**config.mk**
```make
export PLATFORM = sky130hd
export DESIGN_NAME = lcd_ram_scanner
export DESIGN_NICKNAME = d
export VERILOG_FILES = /design/src/rtl/lcd_scan_pkg.sv /design/src/rtl/lcd_phase_timer.sv /design/src/rtl/lcd_byte_fetch.sv /design/src/rtl/lcd_drive_reg.sv /design/src/rtl/lcd_ram_scanner.sv
export SDC_FILE = /design/constraint.sdc
export NUM_CORES = 1
export LEC_CHECK = 0
export ABC_CLOCK_PERIOD_IN_PS = 2100
export BUFFER_PORTS_ARGS = -buffer_cell sky130_fd_sc_hd__buf_2
export CORE_MARGIN = 10
export CORE_UTILIZATION = 39
export CTS_BUF_LIST = sky130_fd_sc_hd__clkbuf_8
export DETAILED_ROUTE_END_ITERATION = 10
export GPL_TIMING_DRIVEN = 0
export PLACE_DENSITY = 0.54
export SETUP_SLACK_MARGIN = 0.3
export SKIP_CTS_REPAIR_TIMING = 1
export SLEW_MARGIN = 25
export SYNTH_ARGS = -nofsm -noshare
export SYNTH_HDL_FRONTEND = slang
export SYNTH_HIERARCHICAL = 1
export SYNTH_SLANG_ARGS = --single-unit
```
**constraint.sdc**
```tcl
create_clock -name clk -period 2.1 [get_ports clk]
set_input_delay 0.21 -clock clk [delete_from_list [all_inputs] [get_ports clk]]
set_output_delay 0.21 -clock clk [all_outputs]
set_load 0.05 [all_outputs]
```
**src/rtl/lcd_scan_pkg.sv**
```systemverilog
package lcd_scan_pkg;

    localparam int NUM_COM       = 8;
    localparam int BYTES_PER_COM = 6;
    localparam int USED_BYTES    = 5;
    localparam int BYTE_W        = 8;
    localparam int SEG_COUNT     = USED_BYTES * BYTE_W;
    localparam int DISP_BYTES    = NUM_COM * BYTES_PER_COM;
    localparam int ADDR_W        = $clog2(DISP_BYTES);
    localparam int COM_W         = $clog2(NUM_COM);
    localparam int IDX_W         = $clog2(BYTES_PER_COM);
    localparam int LOAD_SLOT     = USED_BYTES + 1;

    typedef logic [COM_W-1:0]     com_idx_t;
    typedef logic [IDX_W-1:0]     byte_idx_t;
    typedef logic [ADDR_W-1:0]    ram_addr_t;
    typedef logic [BYTE_W-1:0]    disp_byte_t;
    typedef logic [SEG_COUNT-1:0] seg_word_t;
    typedef logic [NUM_COM-1:0]   com_vec_t;

    // Per-cycle control from the slot timer
    typedef struct packed {
        logic      fetch;   // issue a read this cycle
        byte_idx_t idx;     // byte within the common's group
        logic      load;    // move the latched word to the outputs
        com_idx_t  com;     // current common
    } phase_ctl_t;

    function automatic ram_addr_t byte_addr(com_idx_t c, byte_idx_t k);
        return ram_addr_t'(int'(c) * BYTES_PER_COM + int'(k));
    endfunction

    function automatic com_vec_t com_onehot(com_idx_t c);
        return com_vec_t'(1) << c;
    endfunction

    function automatic logic is_skip_addr(ram_addr_t a);
        return (int'(a) % BYTES_PER_COM) == (BYTES_PER_COM - 1);
    endfunction

endpackage

```
**src/rtl/lcd_phase_timer.sv**
```systemverilog
module lcd_phase_timer
    import lcd_scan_pkg::*;
#(
    parameter int PHASE_LOG2 = 11
) (
    input  logic       clk,
    input  logic       rst,
    output phase_ctl_t ctl
);

    localparam logic [PHASE_LOG2-1:0] CNT_LAST = '1;
    localparam com_idx_t              COM_LAST = com_idx_t'(NUM_COM - 1);

    logic [PHASE_LOG2-1:0] cnt_q;
    com_idx_t              com_q;

    always_ff @(posedge clk) begin
        if (rst) begin
            cnt_q <= '0;
            com_q <= '0;
        end else begin
            cnt_q <= cnt_q + 1'b1;
            if (cnt_q == CNT_LAST) begin
                com_q <= (com_q == COM_LAST) ? '0 : com_q + 1'b1;
            end
        end
    end

    always_comb begin
        ctl.fetch = cnt_q < PHASE_LOG2'(USED_BYTES);
        ctl.idx   = byte_idx_t'(cnt_q);
        ctl.load  = cnt_q == PHASE_LOG2'(LOAD_SLOT);
        ctl.com   = com_q;
    end

    // the common moves on when a slot's count runs out
    assert_com_advance_R4: assert property (@(posedge clk) disable iff (rst)
        (cnt_q == CNT_LAST) |=> (com_q != $past(com_q)));

endmodule

```
**src/rtl/lcd_byte_fetch.sv**
```systemverilog
module lcd_byte_fetch
    import lcd_scan_pkg::*;
(
    input  logic       clk,
    input  logic       rst,
    input  phase_ctl_t ctl,
    output logic       ram_rd_en,
    output ram_addr_t  ram_addr,
    input  disp_byte_t ram_rdata,
    output seg_word_t  seg_word
);

    logic       cap_q;
    byte_idx_t  cap_idx_q;
    disp_byte_t shadow_q [USED_BYTES];

    assign ram_rd_en = ctl.fetch;
    assign ram_addr  = ctl.fetch ? byte_addr(ctl.com, ctl.idx) : '0;

    always_ff @(posedge clk) begin
        if (rst) begin
            cap_q     <= 1'b0;
            cap_idx_q <= '0;
        end else begin
            cap_q     <= ctl.fetch;
            cap_idx_q <= ctl.idx;
        end
    end

    generate
        for (genvar i = 0; i < USED_BYTES; i++) begin : g_slot
            always_ff @(posedge clk) begin
                if (rst) begin
                    shadow_q[i] <= '0;
                end else if (cap_q && cap_idx_q == byte_idx_t'(i)) begin
                    shadow_q[i] <= ram_rdata;
                end
            end
            assign seg_word[i*BYTE_W +: BYTE_W] = shadow_q[i];
        end
    endgenerate

    // the unused last byte of a group is never requested
    assert_no_skip_read_R8: assert property (@(posedge clk) disable iff (rst)
        ram_rd_en |-> !is_skip_addr(ram_addr));

    // reads within a group step through consecutive addresses
    assert_read_order_R2: assert property (@(posedge clk) disable iff (rst)
        (ram_rd_en && ctl.idx != '0) |-> (ram_addr == $past(ram_addr) + 1'b1));

endmodule

```
**src/rtl/lcd_drive_reg.sv**
```systemverilog
module lcd_drive_reg
    import lcd_scan_pkg::*;
(
    input  logic       clk,
    input  logic       rst,
    input  phase_ctl_t ctl,
    input  seg_word_t  seg_word,
    output seg_word_t  seg_out,
    output com_vec_t   com_out,
    output logic       polarity,
    output logic       frame_start
);

    logic frame_edge;
    assign frame_edge = ctl.load && (ctl.com == '0);

    always_ff @(posedge clk) begin
        if (rst) begin
            seg_out     <= '0;
            com_out     <= '0;
            polarity    <= 1'b0;
            frame_start <= 1'b0;
        end else begin
            frame_start <= frame_edge;
            if (ctl.load) begin
                seg_out <= seg_word;
                com_out <= com_onehot(ctl.com);
            end
            if (frame_edge) begin
                polarity <= ~polarity;
            end
        end
    end

    assert_com_onehot_R4: assert property (@(posedge clk) disable iff (rst)
        $onehot0(com_out));

    assert_seg_with_com_R4: assert property (@(posedge clk) disable iff (rst)
        !$stable(seg_out) |-> !$stable(com_out));

    assert_frame_on_com0_R6: assert property (@(posedge clk) disable iff (rst)
        frame_start |-> com_out[0]);

    assert_frame_single_R6: assert property (@(posedge clk) disable iff (rst)
        frame_start |=> !frame_start);

    assert_pol_flip_R7: assert property (@(posedge clk) disable iff (rst)
        frame_start |-> (polarity != $past(polarity)));

    assert_pol_hold_R7: assert property (@(posedge clk) disable iff (rst)
        !frame_start |-> $stable(polarity));

endmodule

```
**src/rtl/lcd_ram_scanner.sv**
```systemverilog
module lcd_ram_scanner
    import lcd_scan_pkg::*;
#(
    parameter int PHASE_LOG2 = 11
) (
    input  logic                 clk,
    input  logic                 rst,
    output logic                 ram_rd_en,
    output logic [ADDR_W-1:0]    ram_addr,
    input  logic [BYTE_W-1:0]    ram_rdata,
    output logic [NUM_COM-1:0]   com_out,
    output logic [SEG_COUNT-1:0] seg_out,
    output logic                 polarity,
    output logic                 frame_start
);

    phase_ctl_t ctl;
    seg_word_t  seg_word;

    lcd_phase_timer #(.PHASE_LOG2(PHASE_LOG2)) timer_i (
        .clk (clk),
        .rst (rst),
        .ctl (ctl)
    );

    lcd_byte_fetch fetch_i (
        .clk       (clk),
        .rst       (rst),
        .ctl       (ctl),
        .ram_rd_en (ram_rd_en),
        .ram_addr  (ram_addr),
        .ram_rdata (ram_rdata),
        .seg_word  (seg_word)
    );

    lcd_drive_reg drive_i (
        .clk         (clk),
        .rst         (rst),
        .ctl         (ctl),
        .seg_word    (seg_word),
        .seg_out     (seg_out),
        .com_out     (com_out),
        .polarity    (polarity),
        .frame_start (frame_start)
    );

endmodule

```
==> results.py, run 1 <==
metrics = {
    "floorplanning": {
        "die-width_um": 127.0,
        "num_rows": 39,
        "die_h_um": 127.0,
        "coreArea_sq_um": 11320,
        "dieArea_sq_um": 16120,
        "design.portCount": 67,
        "start_util": 0.3942,
    },
    "finish": {
        "final_util": 0.4951,
        "num-nets-final": 498,
        "diodes": 0,
        "drive_gt1_frac": 0.3278,
        "final_common_cell": "dfxtp_1",
        "layout_common_cells": "dfxtp_1, buf_2, nor2_1",
        "area_growth_syn_to_layout_pct": 25.60,
        "final_cells": 625,
    },
    "critical_path": {
        "path_depth": 6,
        "criticalPathCategory": "reg -> out",
        "worst-path-max-fanout": 8,
        "max_stage_delay_ns": 0.46,
        "crit_chain": "ha_4 -> inv_2 -> fa_2 -> or3_4 -> a21oi_4 -> buf_6",
        "critPathBufInv": 2,
        "critPathTopFamily": "adder cells",
        "crit_path_end_kind": "output pin",
        "required_ns": 1.89,
        "start_kind": "flip-flop",
        "reg2regPathDepth": 5,
        "regToRegSetupSlack_ns": 0.18,
        "cp_slowest_cell": "fa_2",
        "critPathArrivalTime_ns": 2.12,
    },
    "routing": {
        "totalWireLength_mm": 9.882,
        "first_pass_iters": 4,
        "final_antenna_net_count": 0,
        "post_drt_via_cell_ratio": 4.776,
        "drc": 0,
        "wl_per_cell_um": 15.81,
        "drt_iter0_drc": 117,
        "vias": 2985,
    },
    "yosys": {
        "synth_top_area_share": 0.3050,
        "synthCells": 382,
        "syn-num-nets": 403,
        "yosysWarningCount": 6,
        "synth_seq_area_share": 0.5742,
        "ys_seq_elements": 108,
        "synth_edf_count": 40,
        "synth_flop_cell": "dfxtp_1",
        "yosysTopAreaCell": "dfxtp_1",
        "async_flop_share": 0,
        "syn_area_per_cell_sq_um": 11.68,
        "syn_area_sq_um": 4463,
        "synth.area.top_cells": "dfxtp_1, edfxtp_1, mux2i_1",
        "yosysUniqueCellTypes": 46,
    },
    "timing": {
        "slew_viol_final": 0,
        "fmax_mhz": 429.4,
        "rsz0062_at_grt": "true",
        "setup_viol": 4,
        "worst-slew-pin-transition_ns": 0.5512,
        "clock_skew_ns": 0.01601,
        "hold_viol_final": 0,
        "min_period_over_period": 1.109,
        "fin_crit_ns": 2.329,
        "slew_headroom": 0.6326,
        "timing.final.ws_setup_ns": -0.2288,
    },
    "grt": {
        "antenna_found_initial": 0,
        "grt_max_degree": 19,
        "grt_pass1_vias": 2948,
        "grt.overflow.total": 0,
        "grt_usage": 0.1171,
        "grt_pass1_wl_mm": 15.18,
    },
    "flow_run": {
        "cap_viol_max_count": 0,
    },
    "place": {
        "dp_hpwl_mm": 6.815,
        "dp_cells": 591,
        "gp_congestion": 0.7228,
        "numPortBuffers": 66,
    },
    "clock_network": {
        "clk_path_buf_depth": 2,
        "root_buffer": "clkbuf_8",
        "htree_num_levels": 3,
        "numCtsBuffers": 9,
        "clkSlewWorstSetupHoldPaths_ns": 0.11,
        "clock_latency_ns": 0.38,
        "cts_sinks": 108,
        "cts_tree": "yes",
    },
    "status": {
        "failed_checks": "setup timing",
        "outcome": "complete, but fails checks",
    },
    "pwr": {
        "power_mw": 3.692,
        "ir_drop_mv": 0.3018,
        "leakage_nw": 2.251,
        "powerDensity_nw_per_um2": 658.6,
    },
    "min_path": {
        "hold_path_class": "in -> reg",
        "whs_path_depth": 2,
    },
}
## cell families (layout without fill, tap and decap cells)
family / Yosys count / in the layout / synth area share
xor+xnor: 5 / 5 / 0.009812
simple gates: 153 / 153 / 0.2041
compound gates: 27 / 27 / 0.03560
mux: 46 / 46 / 0.1051
fa+ha+maj: 11 / 11 / 0.03420
flops: 108 / 108 / 0.5742
buf+inv: 32 / 132 / 0.03700
## report_power, final
group	total, mW	leakage, nW	internal (mW)	switching, mW
registers	2.25	0.971	2.22	0.0293
logic	0.258	1.18	0.0955	0.163
clock network	1.18	0.101	0.469	0.712
## metal layers
metal / vias up / global-route usage / part of all wire
li1: 1503 / - / -
met4: 0 / 0.05224 / 0.018
met5: - / 0 / 0
met1: 1432 / 0.1440 / 0.46
met2: 38 / 0.1905 / 0.48
met3: 12 / 0.02854 / 0.037
## path summary, 6_finish.rpt
check	to	from
worst max register to register	drive_i/polarity	timer_i/cnt_q[9]
worst max-delay path	ram_addr[4]	timer_i/com_q[1]
worst min register to register	drive_i/com_out[5]	drive_i/com_out[5]
worst min-delay path	fetch_i/shadow_q[4][0]	ram_rdata[0]
## sequential cells by signal, summed over array words and instances (netlist names)
signal / flops
drive_i/frame_start: 1
fetch_i/cap_q: 1
fetch_i/cap_idx_q: 3
drive_i/com_out: 8
drive_i/polarity: 1
fetch_i/shadow_q: 40
drive_i/seg_out: 40
timer_i/com_q: 3
timer_i/cnt_q: 11
## worst reg2reg max path, cell delays in order, from the launching register on
cell and delay [ns]:
dfxtp_4 0.37, nor4_4 0.28, buf_4 0.15, and4_4 0.23, or4b_4 0.49, mux2_4 0.31
## cell usage after synthesis, types with 2 or more instances
master and instances:
buf_6 2, o21ai_0 5, mux2i_1 42, ha_1 9, or3_1 3, and2_1 42
fa_1 2, edfxtp_1 40, nand4_1 4, mux2_2 3, nor4_1 2, inv_1 12
nor3_4 4, a31o_2 4, buf_2 6, and4_1 2, clkbuf_1 5, a21oi_1 15
nand2_1 2, nor2b_1 6, xnor2_1 4, nand2b_1 12, buf_4 6, nand3_1 4
dfxtp_1 68, nand4b_1 3, nor2_1 55, or4bb_2 2
## final cells by class
| type | instances | area [sq um] |
|---|---|---|
| timing repair buffer | 84 | 581.8 |
| fill | 1040 | 5715 |
| sequential | 108 | 2581 |
| buffer | 20 | 183.9 |
| clock inverter | 6 | 41.29 |
| clock buffer | 10 | 137.6 |
| tap | 143 | 178.9 |
| multi-input combinational | 242 | 1852 |
| inverter | 12 | 48.80 |
## stage by stage
stage | TNS (ns) | hold WS [ns] | cell area [sq um] | worst slack (ns)
finish | -0.5991 | 0.1915 | 5605 | -0.2288
global route | -0.9771 | 0.1888 | 5605 | -0.3130
CTS | -1.297 | 0.1837 | 5216 | -0.4327
detailed placement | -0.002433 | 0.4662 | 5037 | -0.002433
global placement | -0.008686 | 0.4599 | 5037 | -0.008686
floorplan | 0 | 0.4082 | 4528 | 0.1389
(Power assumes the default switching activity.)
==> run 2, diff against run 1 <==
--- a/config.mk
+++ b/config.mk
@@ -5,6 +5,7 @@
 export SDC_FILE = /design/constraint.sdc
 export NUM_CORES = 1
 export LEC_CHECK = 0
+export ABC_AREA = 1
 export ABC_CLOCK_PERIOD_IN_PS = 2100
 export BUFFER_PORTS_ARGS = -buffer_cell sky130_fd_sc_hd__buf_2
 export CORE_MARGIN = 10
==> results.py, run 2 <==
metrics = {
    "status": {
        "outcome": "complete, but fails checks",
        "failed_checks": "setup timing",
    },
    "yosys": {
        "syn_area_per_cell_sq_um": 9.013,
        "syn-num-nets": 512,
        "synth_common_cells": "nor2_1, dfxtp_1, nand2_1",
        "synth_most_common_cell": "nor2_1",
        "synthCells": 491,
        "syn_area_sq_um": 4425,
        "yosysTopAreaCell": "dfxtp_1",
        "synth_edf_count": 40,
        "synth_top_area_share": 0.3076,
        "yosysWarningCount": 6,
        "synth.area.top_cells": "dfxtp_1, edfxtp_1, nor2_1",
        "synth_seq_area_share": 0.5790,
        "ys_seq_elements": 108,
        "yosysUniqueCellTypes": 29,
        "async_flop_share": 0,
        "synth_flop_cell": "dfxtp_1",
    },
    "timing": {
        "slew_headroom": 0.7426,
        "clock_skew_ns": 0.01472,
        "rsz0062_at_grt": "true",
        "fin_crit_ns": 2.252,
        "setup_viol": 3,
        "slew_viol_final": 0,
        "hold_viol_final": 0,
        "timing.final.ws_setup_ns": -0.1523,
        "min_period_over_period": 1.073,
        "fmax_mhz": 444.0,
        "worst-slew-pin-transition_ns": 0.3855,
    },
    "place": {
        "gp_congestion": 0.7227,
        "dp_hpwl_mm": 7.200,
        "numPortBuffers": 66,
        "pre_cts_slack_ns": -0.08869,
        "dp_cells": 697,
    },
    "min_path": {
        "whs_path_depth": 2,
        "hold_path_class": "in -> reg",
    },
    "routing": {
        "drt_iter0_drc": 132,
        "post_drt_via_cell_ratio": 4.633,
        "first_pass_iters": 4,
        "wl_per_cell_um": 13.76,
        "final_antenna_net_count": 0,
        "dr.max_layer_used": "met4",
        "met1_length_mm": 4.565,
        "drc": 0,
        "vias": 3368,
        "routed-wl-met3_um": 569,
        "wl_met2_mm": 4.754,
        "totalWireLength_mm": 10.00,
    },
    "floorplanning": {
        "dieArea_sq_um": 16010,
        "start_util": 0.4029,
        "num_rows": 38,
        "die-width_um": 126.5,
        "die_h_um": 126.5,
        "design.portCount": 67,
        "coreArea_sq_um": 10980,
    },
    "clock_network": {
        "cts_tree": "yes",
        "cts_sinks": 108,
        "clk_path_buf_depth": 2,
        "clkSlewWorstSetupHoldPaths_ns": 0.09,
        "root_buffer": "clkbuf_8",
        "clock_latency_ns": 0.37,
        "htree_num_levels": 3,
        "numCtsBuffers": 9,
    },
    "flow_run": {
        "cap_viol_max_count": 0,
    },
    "grt": {
        "grt_pass1_vias": 3283,
        "grt_pass1_wl_mm": 16.05,
        "antenna_found_initial": 0,
        "grt.overflow.total": 0,
        "grt_max_degree": 18,
        "grt_usage": 0.1222,
    },
    "finish": {
        "fillerInstances": 1063,
        "drive_gt1_frac": 0.2896,
        "num-nets-final": 603,
        "layout_common_cells": "nor2_1, buf_2, dfxtp_1",
        "diodes": 0,
        "area_growth_syn_to_layout_pct": 22.53,
        "final_common_cell": "nor2_1",
        "reg_top3": "drive_i/seg_out x40, fetch_i/shadow_q x40, timer_i/cnt_q x11",
        "final_cells": 727,
    },
    "critical_path": {
        "critPathTopFamily": "adder cells",
        "criticalPathCategory": "reg -> out",
        "reg2regPathDepth": 10,
        "max_stage_delay_ns": 0.63,
        "worst-path-max-fanout": 7,
        "path_depth": 8,
        "crit_chain": "ha_4 -> inv_2 -> fa_2 -> nor2_2 -> nand3_1 -> nand2_1 -> nor2_4 -> buf_6",
        "required_ns": 1.89,
        "start_kind": "flip-flop",
        "critPathArrivalTime_ns": 2.04,
        "critPathBufInv": 2,
        "crit_path_end_kind": "output pin",
        "cp_slowest_cell": "fa_2",
    },
    "pwr": {
        "powerDensity_nw_per_um2": 699.7,
        "ir_drop_mv": 0.2628,
        "leakage_nw": 2.544,
    },
}
==> run 2: final timing paths <==
kind | endpoint | from | slack (ns)
max | ram_addr[5] | timer_i/com_q[1] | -0.15
min | timer_i/cnt_q[1] | rst | 0.18
max reg2reg | drive_i/seg_out[23] | timer_i/cnt_q[6] | 0.42
min reg2reg | drive_i/com_out[3] | drive_i/com_out[3] | 0.47
==> run 2: logic make-up after synthesis <==
kind of cell             after synthesis  share of synthesized area
XOR/XNOR                               1                   0.001979
AO/OA/AOI/OAI                         61                    0.07011
flip-flops                           108                     0.5790
buffers and inverters                 64                    0.06531
adder cells (fa/ha/maj)               11                    0.03449
AND/OR/NAND/NOR                      246                     0.2491
==> run 2: power breakdown <==
group	internal [mW]	switching, mW
sequential	2.23	0.0345
clock	0.578	0.679
combinational	0.0760	0.197
==> run 2: area by class of cell <==
class | count | area (sq um) | share of cell area
Multi-Input combinational cell | 319 | 1678 | 0.3094
Buffer | 18 | 121.4 | 0.02238
Clock buffer | 10 | 137.6 | 0.02538
Clock inverter | 6 | 57.56 | 0.01061
Sequential cell | 108 | 2582 | 0.4762
Inverter | 46 | 172.7 | 0.03184
Timing Repair Buffer | 80 | 498.0 | 0.09183
Tap cell | 140 | 175.2 | 0.03230
==> run 2: per-layer routing <==
layer | GRT usage | up-vias
met2 | 0.1996 | 58
met1 | 0.1515 | 1560
li1 | - | 1742
met5 | 0 | -
met4 | 0.03818 | 0
met3 | 0.03665 | 8
==> run 2: worst register-to-register path, stage by stage (launching register included) <==
cell and delay (ns):
dfxtp_2 0.34, inv_2 0.06, nand2_2 0.05, nor3_2 0.13, nand3_2 0.15, nor2_4 0.27
inv_2 0.11, buf_6 0.16, buf_6 0.14, nor2_1 0.11, nor2_1 0.06
==> run 2: per-stage QoR <==
step / hold slack, ns / area [sq um] / power, mW / TNS (ns) / util
global route: 0.1709 / 5423 / 3.953 / -0.7407 / 0.4937
finish: 0.1771 / 5423 / 3.794 / -0.4123 / 0.4937
detailed placement: 0.4540 / 4990 / 2.571 / -1.201 / 0.4543
floorplan: 0.2693 / 4484 / 2.488 / 0 / -
global placement: 0.4539 / 4990 / 2.566 / -0.1154 / 0.4543
CTS: 0.1720 / 5185 / 3.833 / -2.793 / 0.4721
